===== config.mk =====
export PLATFORM = sky130hd
export DESIGN_NAME = mailbox_hub
export DESIGN_NICKNAME = d
export VERILOG_FILES = /design/src/rtl/mailbox_hub.sv
export SDC_FILE = /design/constraint.sdc
export NUM_CORES = 1
export LEC_CHECK = 0
export ABC_AREA = 0
export BUFFER_PORTS_ARGS = -buffer_cell sky130_fd_sc_hd__buf_2
export CAP_MARGIN = 40
export CORE_ASPECT_RATIO = 2
export CORE_MARGIN = 4
export CORE_UTILIZATION = 30
export DETAILED_ROUTE_END_ITERATION = 10
export PLACE_DENSITY = 0.56
export SKIP_CTS_REPAIR_TIMING = 1
export SLEW_MARGIN = 20
export SYNTH_ARGS = -nofsm -noshare
export SYNTH_HDL_FRONTEND = slang
export SYNTH_SLANG_ARGS = --single-unit

===== constraint.sdc =====
create_clock -name clk -period 10.8 [get_ports clk]
set_clock_uncertainty 0.05 [all_clocks]
set_input_delay 1.08 -clock clk [delete_from_list [all_inputs] [get_ports clk]]
set_output_delay 1.08 -clock clk [all_outputs]
set_load 0.005 [all_outputs]

===== src/rtl/mailbox_hub.sv =====
module mailbox_hub #(
  parameter int NQ = 8,
  parameter int DEPTH = 4,
  parameter int NU = 4,
  parameter int AW = 9,
  parameter logic [31:0] REV = 32'h0002_0100
) (
  input  logic          clk,
  input  logic          rst_n,
  input  logic [AW-1:0] addr,
  input  logic          wr_en,
  input  logic [31:0]   wr_data,
  input  logic          rd_en,
  output logic [31:0]   rd_data,
  output logic [NU-1:0] irq
);
  localparam int PW = DEPTH > 1 ? $clog2(DEPTH) : 1;
  localparam int CW = $clog2(DEPTH + 1);
  localparam int EW = 2 * NQ;

  logic [31:0]   mem [NQ][DEPTH];
  logic [PW-1:0] wp [NQ];
  logic [PW-1:0] rp [NQ];
  logic [CW-1:0] cnt [NQ];
  logic [NQ-1:0] sel_msg, push, pop;
  logic [EW-1:0] ev;
  logic [EW-1:0] sts [NU];
  logic [EW-1:0] ena [NU];
  logic [NU-1:0] sel_sts, sel_set, sel_clr;
  logic [31:0]   rnext;

  for (genvar q = 0; q < NQ; q++) begin : g_q
    assign sel_msg[q] = addr == AW'(12'h040 + 4 * q);
    assign push[q]    = wr_en && sel_msg[q] && cnt[q] != CW'(DEPTH);
    assign pop[q]     = rd_en && sel_msg[q] && cnt[q] != '0;
    assign ev[2*q]    = push[q];
    assign ev[2*q+1]  = pop[q] && cnt[q] == CW'(DEPTH);

    always_ff @(posedge clk)
      if (push[q]) mem[q][wp[q]] <= wr_data;

    always_ff @(posedge clk) begin
      if (!rst_n) begin
        wp[q]  <= '0;
        rp[q]  <= '0;
        cnt[q] <= '0;
      end else begin
        if (push[q]) wp[q] <= (wp[q] == PW'(DEPTH - 1)) ? '0 : wp[q] + 1'b1;
        if (pop[q])  rp[q] <= (rp[q] == PW'(DEPTH - 1)) ? '0 : rp[q] + 1'b1;
        cnt[q] <= cnt[q] + CW'(push[q]) - CW'(pop[q]);
      end
    end
  end

  for (genvar u = 0; u < NU; u++) begin : g_u
    assign sel_sts[u] = addr == AW'(12'h104 + 16 * u);
    assign sel_set[u] = addr == AW'(12'h108 + 16 * u);
    assign sel_clr[u] = addr == AW'(12'h10C + 16 * u);
    assign irq[u]     = |(sts[u] & ena[u]);

    always_ff @(posedge clk) begin
      if (!rst_n) begin
        sts[u] <= '0;
        ena[u] <= '0;
      end else begin
        sts[u] <= (sts[u] & ~((wr_en && sel_sts[u]) ? wr_data[EW-1:0] : '0)) | ev;
        if (wr_en && sel_set[u])      ena[u] <= ena[u] | wr_data[EW-1:0];
        else if (wr_en && sel_clr[u]) ena[u] <= ena[u] & ~wr_data[EW-1:0];
      end
    end
  end

  always_comb begin
    rnext = '0;
    if (addr == '0) rnext = REV;
    for (int q = 0; q < NQ; q++) begin
      if (sel_msg[q] && cnt[q] != '0) rnext = mem[q][rp[q]];
      if (addr == AW'(12'h080 + 4 * q)) rnext = {31'b0, cnt[q] == CW'(DEPTH)};
      if (addr == AW'(12'h0C0 + 4 * q)) rnext = 32'(cnt[q]);
    end
    for (int u = 0; u < NU; u++) begin
      if (sel_sts[u]) rnext = 32'(sts[u]);
      if (sel_set[u] || sel_clr[u]) rnext = 32'(ena[u]);
    end
  end

  always_ff @(posedge clk)
    if (!rst_n)     rd_data <= '0;
    else if (rd_en) rd_data <= rnext;
endmodule


==> results of run 1 <==
-- registers in the layout, indices dropped and copies added, names as in the netlist --
register / cells
mem: 1024
ena: 64
sts: 64
rd_data: 32
cnt: 24
rp: 16
wp: 16
-- metal layers --
metal  vias up  track usage  routed length [um]
met5         -            0                   0
met4         0        0.109               11800
met3       371       0.0252                8300
met2      1149        0.366               93200
met1     15116        0.181               52300
li1      11918            -                   -
-- worst max-delay path: stages --
cell and delay (ns):
buf_2 0.53, nand2b_1 0.52, nor4_4 0.38, buf_4 0.56, nand2_1 0.22, inv_2 0.12, ha_1 0.23, inv_1 0.06
ha_1 0.13, inv_1 0.05, fa_1 0.40, xnor2_1 0.15, xnor2_1 0.12, and2_1 0.15
-- power breakdown --
group	total [W]	internal [W]	switching, W	leakage [nW]
sequential	0.00525	0.00523	0.0000161	11.2
combinational	0.000328	0.000101	0.000227	5.27
clock	0.00394	0.00217	0.00178	1.70
-- placed cells by master, fill, tap and decap left out, types with 46 or more instances in the layout --
| cell type | netlist | layout |
|---|---|---|
| edfxtp_1 | 1120 | 1120 |
| mux4_2 | 256 | 256 |
| nand2_1 | 177 | 177 |
| dfxtp_1 | 120 | 120 |
| buf_4 | 4 | 109 |
| clkbuf_16 | 0 | 98 |
| nor2_1 | 95 | 94 |
| buf_2 | 38 | 81 |
| a22oi_1 | 77 | 77 |
| a21oi_1 | 76 | 76 |
| ha_1 | 56 | 56 |
| a2111oi_0 | 53 | 53 |
| nor2b_1 | 52 | 52 |
| inv_1 | 46 | 46 |
-- worst max path at each step --
stage	startpoint	slack (ns)	to	depth (start not counted)
2_1_floorplan	addr[1]	6.62	cnt[1][5]	16
3_3_place_gp	addr[4]	5.94	cnt[1][5]	14
3_5_place_dp	addr[4]	5.95	cnt[1][5]	14
4_1_cts	addr[4]	6.70	cnt[1][5]	14
5_1_grt	addr[4]	6.42	cnt[1][5]	14
6_report	addr[4]	6.62	cnt[1][5]	14
-- layout make-up --
class | count | area share
inverter | 51 | 0.00332
antenna | 12 | 0.000522
timing repair buffer | 208 | 0.0274
clock buffer | 125 | 0.0459
clock inverter | 61 | 0.0151
sequential | 1240 | 0.626
tap | 2140 | 0.0465
multi-input combinational | 1394 | 0.235
-- metrics by stage --
stage / total power (W) / cells
final: 0.00952 / 5231
after global routing: 0.00978 / 5226
after CTS: 0.00958 / 5214
after detailed placement: 0.00568 / 5028
after global placement: 0.00567 / 5010
after floorplan: 0.00551 / 2871
-- kinds of logic after synthesis --
logic type	Yosys count	synth area share
AOI/OAI and AO/OA	484	0.0696
xor gates and xnor gates	16	0.00278
adders and majority gates	64	0.0171
buffers and inverters	237	0.0190
DFF	1240	0.714
muxes	272	0.118
and+or+nand+nor	558	0.0599
==> impl_results.md, run 1 <==
- EDFF count, synth: about 1,100
- #FFs+latches synth: 1,240
- Multi-input combinational cell area: approximately 14,000 sq um
- Cell area after placement: around 54,000 sq um
- Via count: ~29,000
- Crit. End Element: register
- Reg2reg end: rd_data[21]
- DRC: 0
- Hold Path Origin: sts[3][11]
- WP data arrival: around 4.7 ns
- Most frequent cell after synthesis: edfxtp_1
- Worst Hold Path EP: sts[3][11]
- CTS Buf Count: 98
- TritonCTS Sinks: around 1,200
- DR iter-0 viols: roughly 2,800
- Clk root buf: clkbuf_16
- Die Y: 588 um
- Remaining Overflow, GRT: 0
- Core area: between 150,000 and 200,000 sq um
- Pre-antenna DRT Iters: 6
- Vias per cell: 5.46
- Finished layout cell area: roughly 58,000 sq um
- Min Hold Slack: 0.435 ns
- Mapped Area: 50,500 sq um
- Final ANT Viol Nets: 0
- Synth Instances: 2,871
- Layout cell share with drive strength beyond 1: 0.222
- Gpl congestion: approximately 0.9
- Clk_lat worst skew: 0.73 ns
- Final WL: roughly 170,000 um
- Status: complete, no violations
- Die width: 298 um
- Syn_nets: 2,980
- Final setup fails: 0
- Die area: 175,000 sq um
- WL/cell: 31.7 um
- Synthesis-to-layout area growth: 14.1%
- Ys flop type: edfxtp_1
- Largest net degree at the start of global routing: 71
- Final core utilization: 0.345
- Site Rows: 212
- Max_slew headroom: 0.387
- Overall Global Routing Usage: 0.185
- Fin. Hold Viols: 0
- Vias in the first global route: approximately 29,000
- Sequential cell area: approximately 36,000 sq um
- WHS Path Cells: 2
- Type of the worst setup path: in -> reg
- R2R cell count: 7
- Critical Path RT: 11.35 ns
- Synth top area cells: edfxtp_1 (67%), mux4_2 (11%), dfxtp_1 (4.8%), ha_1 (1.4%), nand2_1 (1.3%)
- Final worst path period share: 0.387
- Synth area leader: edfxtp_1
- CP max FO: 33
- R2r setup slk: 7.42 ns
- Synthesis Warnings: 0
- Most instantiated cells after synthesis: edfxtp_1 (1,120), mux4_2 (256), nand2_1 (177), clkbuf_1 (130), dfxtp_1 (120)
- Power Density: ~170 nW/um^2
- First-pass GRT wire length: about 230,000 um
- Leakage: 18.1 nW
- Critical Path Start Type: input port
- Initial Utilization: 0.302
- Fillers: 15,815
- Highest ir drop seen on vdd: about 0.00012 V
- Slew Viols, Final: 0
- Htree depth: 3
- Avg Synthesized Cell Area: 17.6 sq um
- CTS tree: done
- RSZ-0062 raised after global routing: no
- Fmax achieved: 239 MHz
- Least-Margin Pin Slew: 0.896 ns
- Bufs on Longest Clock Path: 3
- Post-synthesis async set-or-reset flop share: 0
- Synth top area share: 0.666
- TNS Setup: 0 ns
- MaxCap Viol Count: 0
- Initial antenna violation count: 8
- Final WS setup: between 6 and 7 ns
- Detail Placement HPWL: 108,000 um
- Worst reg2reg startpoint: rp[1][6]
- Crit path time final: 4.18 ns
- I/O pin count: 81
- Clock slew at reported path FFs: approximately 0.070 ns
- Post-synth cell types: 75
- Worst Hold Class: reg -> reg
- Seq/Total Area, Yosys: 0.714
- Port bufs: 80
- Pre-CTS WS: a little under 6 ns
- Total Nets Final: 3,102
Note: power is estimated with default switching activity, not from simulation.
==> run 2: changes to the inputs <==
Settings changed: ABC_AREA 0 to 1.
Clock period 10.8 ns to 4.1 ns, I/O delays scaled along.
==> run 2 against run 1 <==
Count of clock-buffer cells in the layout rose by 10. Global-route usage rose by 0.49 points. First-iteration DRC count rose by 13%. Combinational power rose to 3.0 times the previous value. Synthesized cell count rose by 57%. Critical endpoint is now rd_data[5]. Core utilization rose by 0.34 points. Via count rose by 28%.
==> impl_results.md, run 2 <==
- Status: complete, no violations
- Die width: about 300 um
- Adder-cell share of the synthesized area: 0.0167
- Largest family of logic cells by synthesized area: compound AO/OA/AOI/OAI gates
- Worst reg2reg startpoint: cnt[0][7]
- Most frequent cell after synthesis: edfxtp_1
- Avg Synthesized Cell Area: ~11 sq um
- Post-synthesis async set-or-reset flop share: 0
- Fillers: 16,823
- Synthesis Warnings: 0
- CP endpoint: rd_data[5]
- Compound-cell area share of the yosys netlist: 0.133
- Clock slew at reported path FFs: 0.07 ns
- Simple-Gate Fraction of Synth Area: 0.112
- TritonCTS Sinks: 1,240
- DRC: 0
- CP max FO: 23
- Gpl congestion: 0.926
- Final setup fails: 0
- Via count: ~37,000
- DR iter-0 viols: 3,170
- Clk_lat worst skew: roughly 0.72 ns
- Leading cell type in the layout, fill and taps excluded: edfxtp_1
- Final WL: 175,000 um
- Synth top area share: 0.652
- Critical Path Start Type: register
- Power Density: between 400 and 500 nW/um^2
- Tot Pwr: 0.0246 W
- Synthesis-to-layout area growth: 15.6%
- Most instantiated cells after synthesis: edfxtp_1 (1,120), nor2_1 (876), o21ai_0 (657), nand2_1 (354), inv_1 (246)
- Ys flop type: edfxtp_1
- Die area: 179,000 sq um
- Post-synth cell types: 49
- Vias per cell: 5.17
- Final worst path period share: 0.951
- Synth area leader: edfxtp_1
- Synth Instances: around 4,500
- Post-synthesis mux area share: 0
- Die Y: 594 um
- CP Launch Point: cnt[0][7]
- Least-Margin Pin Slew: 0.914 ns
- Clk root buf: clkbuf_16
- Bufs on Longest Clock Path: 3
- I/O pin count: between 80 and 90
- CTS Buf Count: 101
- Most frequent cells in the layout: edfxtp_1 (1,120), nor2_1 (844), o21ai_0 (654)
- Cell count after placement: between 6,000 and 7,000
- Fin. Hold Viols: 0
- Reg2reg end: rd_data[5]
- Min Hold Slack: 0.0730 ns
- Pre-antenna DRT Iters: 6
- Mapped Area: around 52,000 sq um
- Total Nets Final: about 4,800
- First-pass GRT wire length: 250,000 um
- EDFF count, synth: 1,120
- Layout cell share with drive strength beyond 1: 0.120
- Overall Global Routing Usage: 0.190
- Highest ir drop seen on vdd: 0.000290 V
- Vias in the first global route: 36,485
- R2R cell count: 19
- Cell Count, Final, Fillers Out: 7,057
- MaxCap Viol Count: 0
- TNS Setup: 0 ns
- Seq/Total Area, Yosys: 0.698
- Fmax achieved: between 200 and 300 MHz
- Synth top area cells: edfxtp_1 (65%), nor2_1 (6.4%), o21ai_0 (6.4%), dfxtp_1 (4.7%), nand2_1 (2.6%)
- Syn_nets: 4,607
- Worst Hold Class: in -> reg
- Crit. End Element: register
- Final core utilization: 0.348
- WP data arrival: about 4.4 ns
- #FFs+latches synth: 1,240
- R2r setup slk: 0.20 ns
- Critical Path RT: 4.64 ns
- Slew Viols, Final: 0
- Crit path time final: 3.90 ns
- Initial antenna violation count: 6
- Synth Area in XOR/XNOR: 0.00119
- WL/cell: around 25 um
- Leakage: 20.2 nW
- Port bufs: 80
- Site Rows: between 200 and 250
- Detail Placement HPWL: 121,000 um
- Initial Utilization: 0.301
- CTS tree: done
- Core area: roughly 170,000 sq um
- Htree depth: 3
- Max reg flops: 1,024
- Largest net degree at the start of global routing: slightly below 80
- Max_slew headroom: 0.387
- Remaining Overflow, GRT: 0
- Final ANT Viol Nets: 0
- Type of the worst setup path: reg -> reg
==> run 2: cell types whose count changed after synthesis, moves of 60 or more <==
cell	previous run	this run
o21ai_1	5	65
inv_1	46	246
a21oi_1	76	228
nor2_1	95	876
mux4_2	256	0
a22oi_1	77	16
nand2_1	177	354
o22ai_1	20	147
o21ai_0	36	657
==> run 2: cell type report <==
cell class	count	area [sq um]	share of cell area
antenna	1	2.50	0.0000420
clock buffer	135	2850	0.0478
clock inverter	53	422	0.00707
inverter	277	1040	0.0175
multi-input combinational	2744	13800	0.232
sequential	1240	36000	0.604
tap	2278	2850	0.0478
timing repair buffer	329	2600	0.0435
==> run 2: power breakdown <==
part | internal, W | switching, W | total (W)
clock network | 0.00521 | 0.00461 | 0.00982
logic | 0.000215 | 0.000774 | 0.000988
registers | 0.0138 | 0.0000448 | 0.0138
==> run 2: cell families (layout without fill, tap and decap cells) <==
family,after synthesis,count (layout)
adder cells (fa/ha/maj),64,64
AND/OR/NAND/NOR,1430,1430
AO/OA/AOI/OAI,1243,1243
other,0,1
flip-flops,1240,1240
XOR/XNOR,7,7
buffers and inverters,514,794
==> run 2: per-stage QoR <==
step                      setup slack (ns)  cell area [sq um]
final                                0.201              59600
after global routing             -0.000189              59600
after global placement              -0.145              56200
after detailed placement            -0.175              56300
after CTS                          -0.0877              59600
after floorplan                      0.275              51600
==> run 2: metal layers <==
metal / up-vias / track usage / routed length, um
met1: 18251 / 0.186 / 56900
met2: 1288 / 0.360 / 94700
li1: 16489 / - / -
met4: 6 / 0.148 / 16300
met3: 481 / 0.0198 / 7250
met5: - / 0 / 25
==> run 2: worst min-delay path by stage <==
stage	start	endpoint	slack, ns	cells after the start
finish	wr_data[0]	mem[0][0]	0.07	1
global route	wr_data[0]	mem[0][0]	0.05	1
CTS	wr_data[1]	mem[0][65]	-0.03	1
detailed placement	rd_data[16]	rd_data[16]	0.41	2
global placement	rd_data[30]	rd_data[30]	0.41	2
floorplan	sts[1][1]	sts[1][1]	0.40	2
==> run 2: critical path, stage by stage, from the launching register on <==
cell	delay [ns]
dfxtp_1	0.37
nor3_1	0.30
buf_4	0.19
nor4_4	0.04
inv_2	0.37
o21ai_0	0.34
o21ai_1	0.21
nand2_1	0.13
a21oi_1	0.27
a31oi_1	0.11
o21ai_1	0.22
nand2_1	0.07
o21ai_1	0.11
nand2_1	0.09
o21ai_2	0.23
nand2_1	0.13
nand2_1	0.16
nand4_1	0.13
nor3_1	0.19
nor2_1	0.07
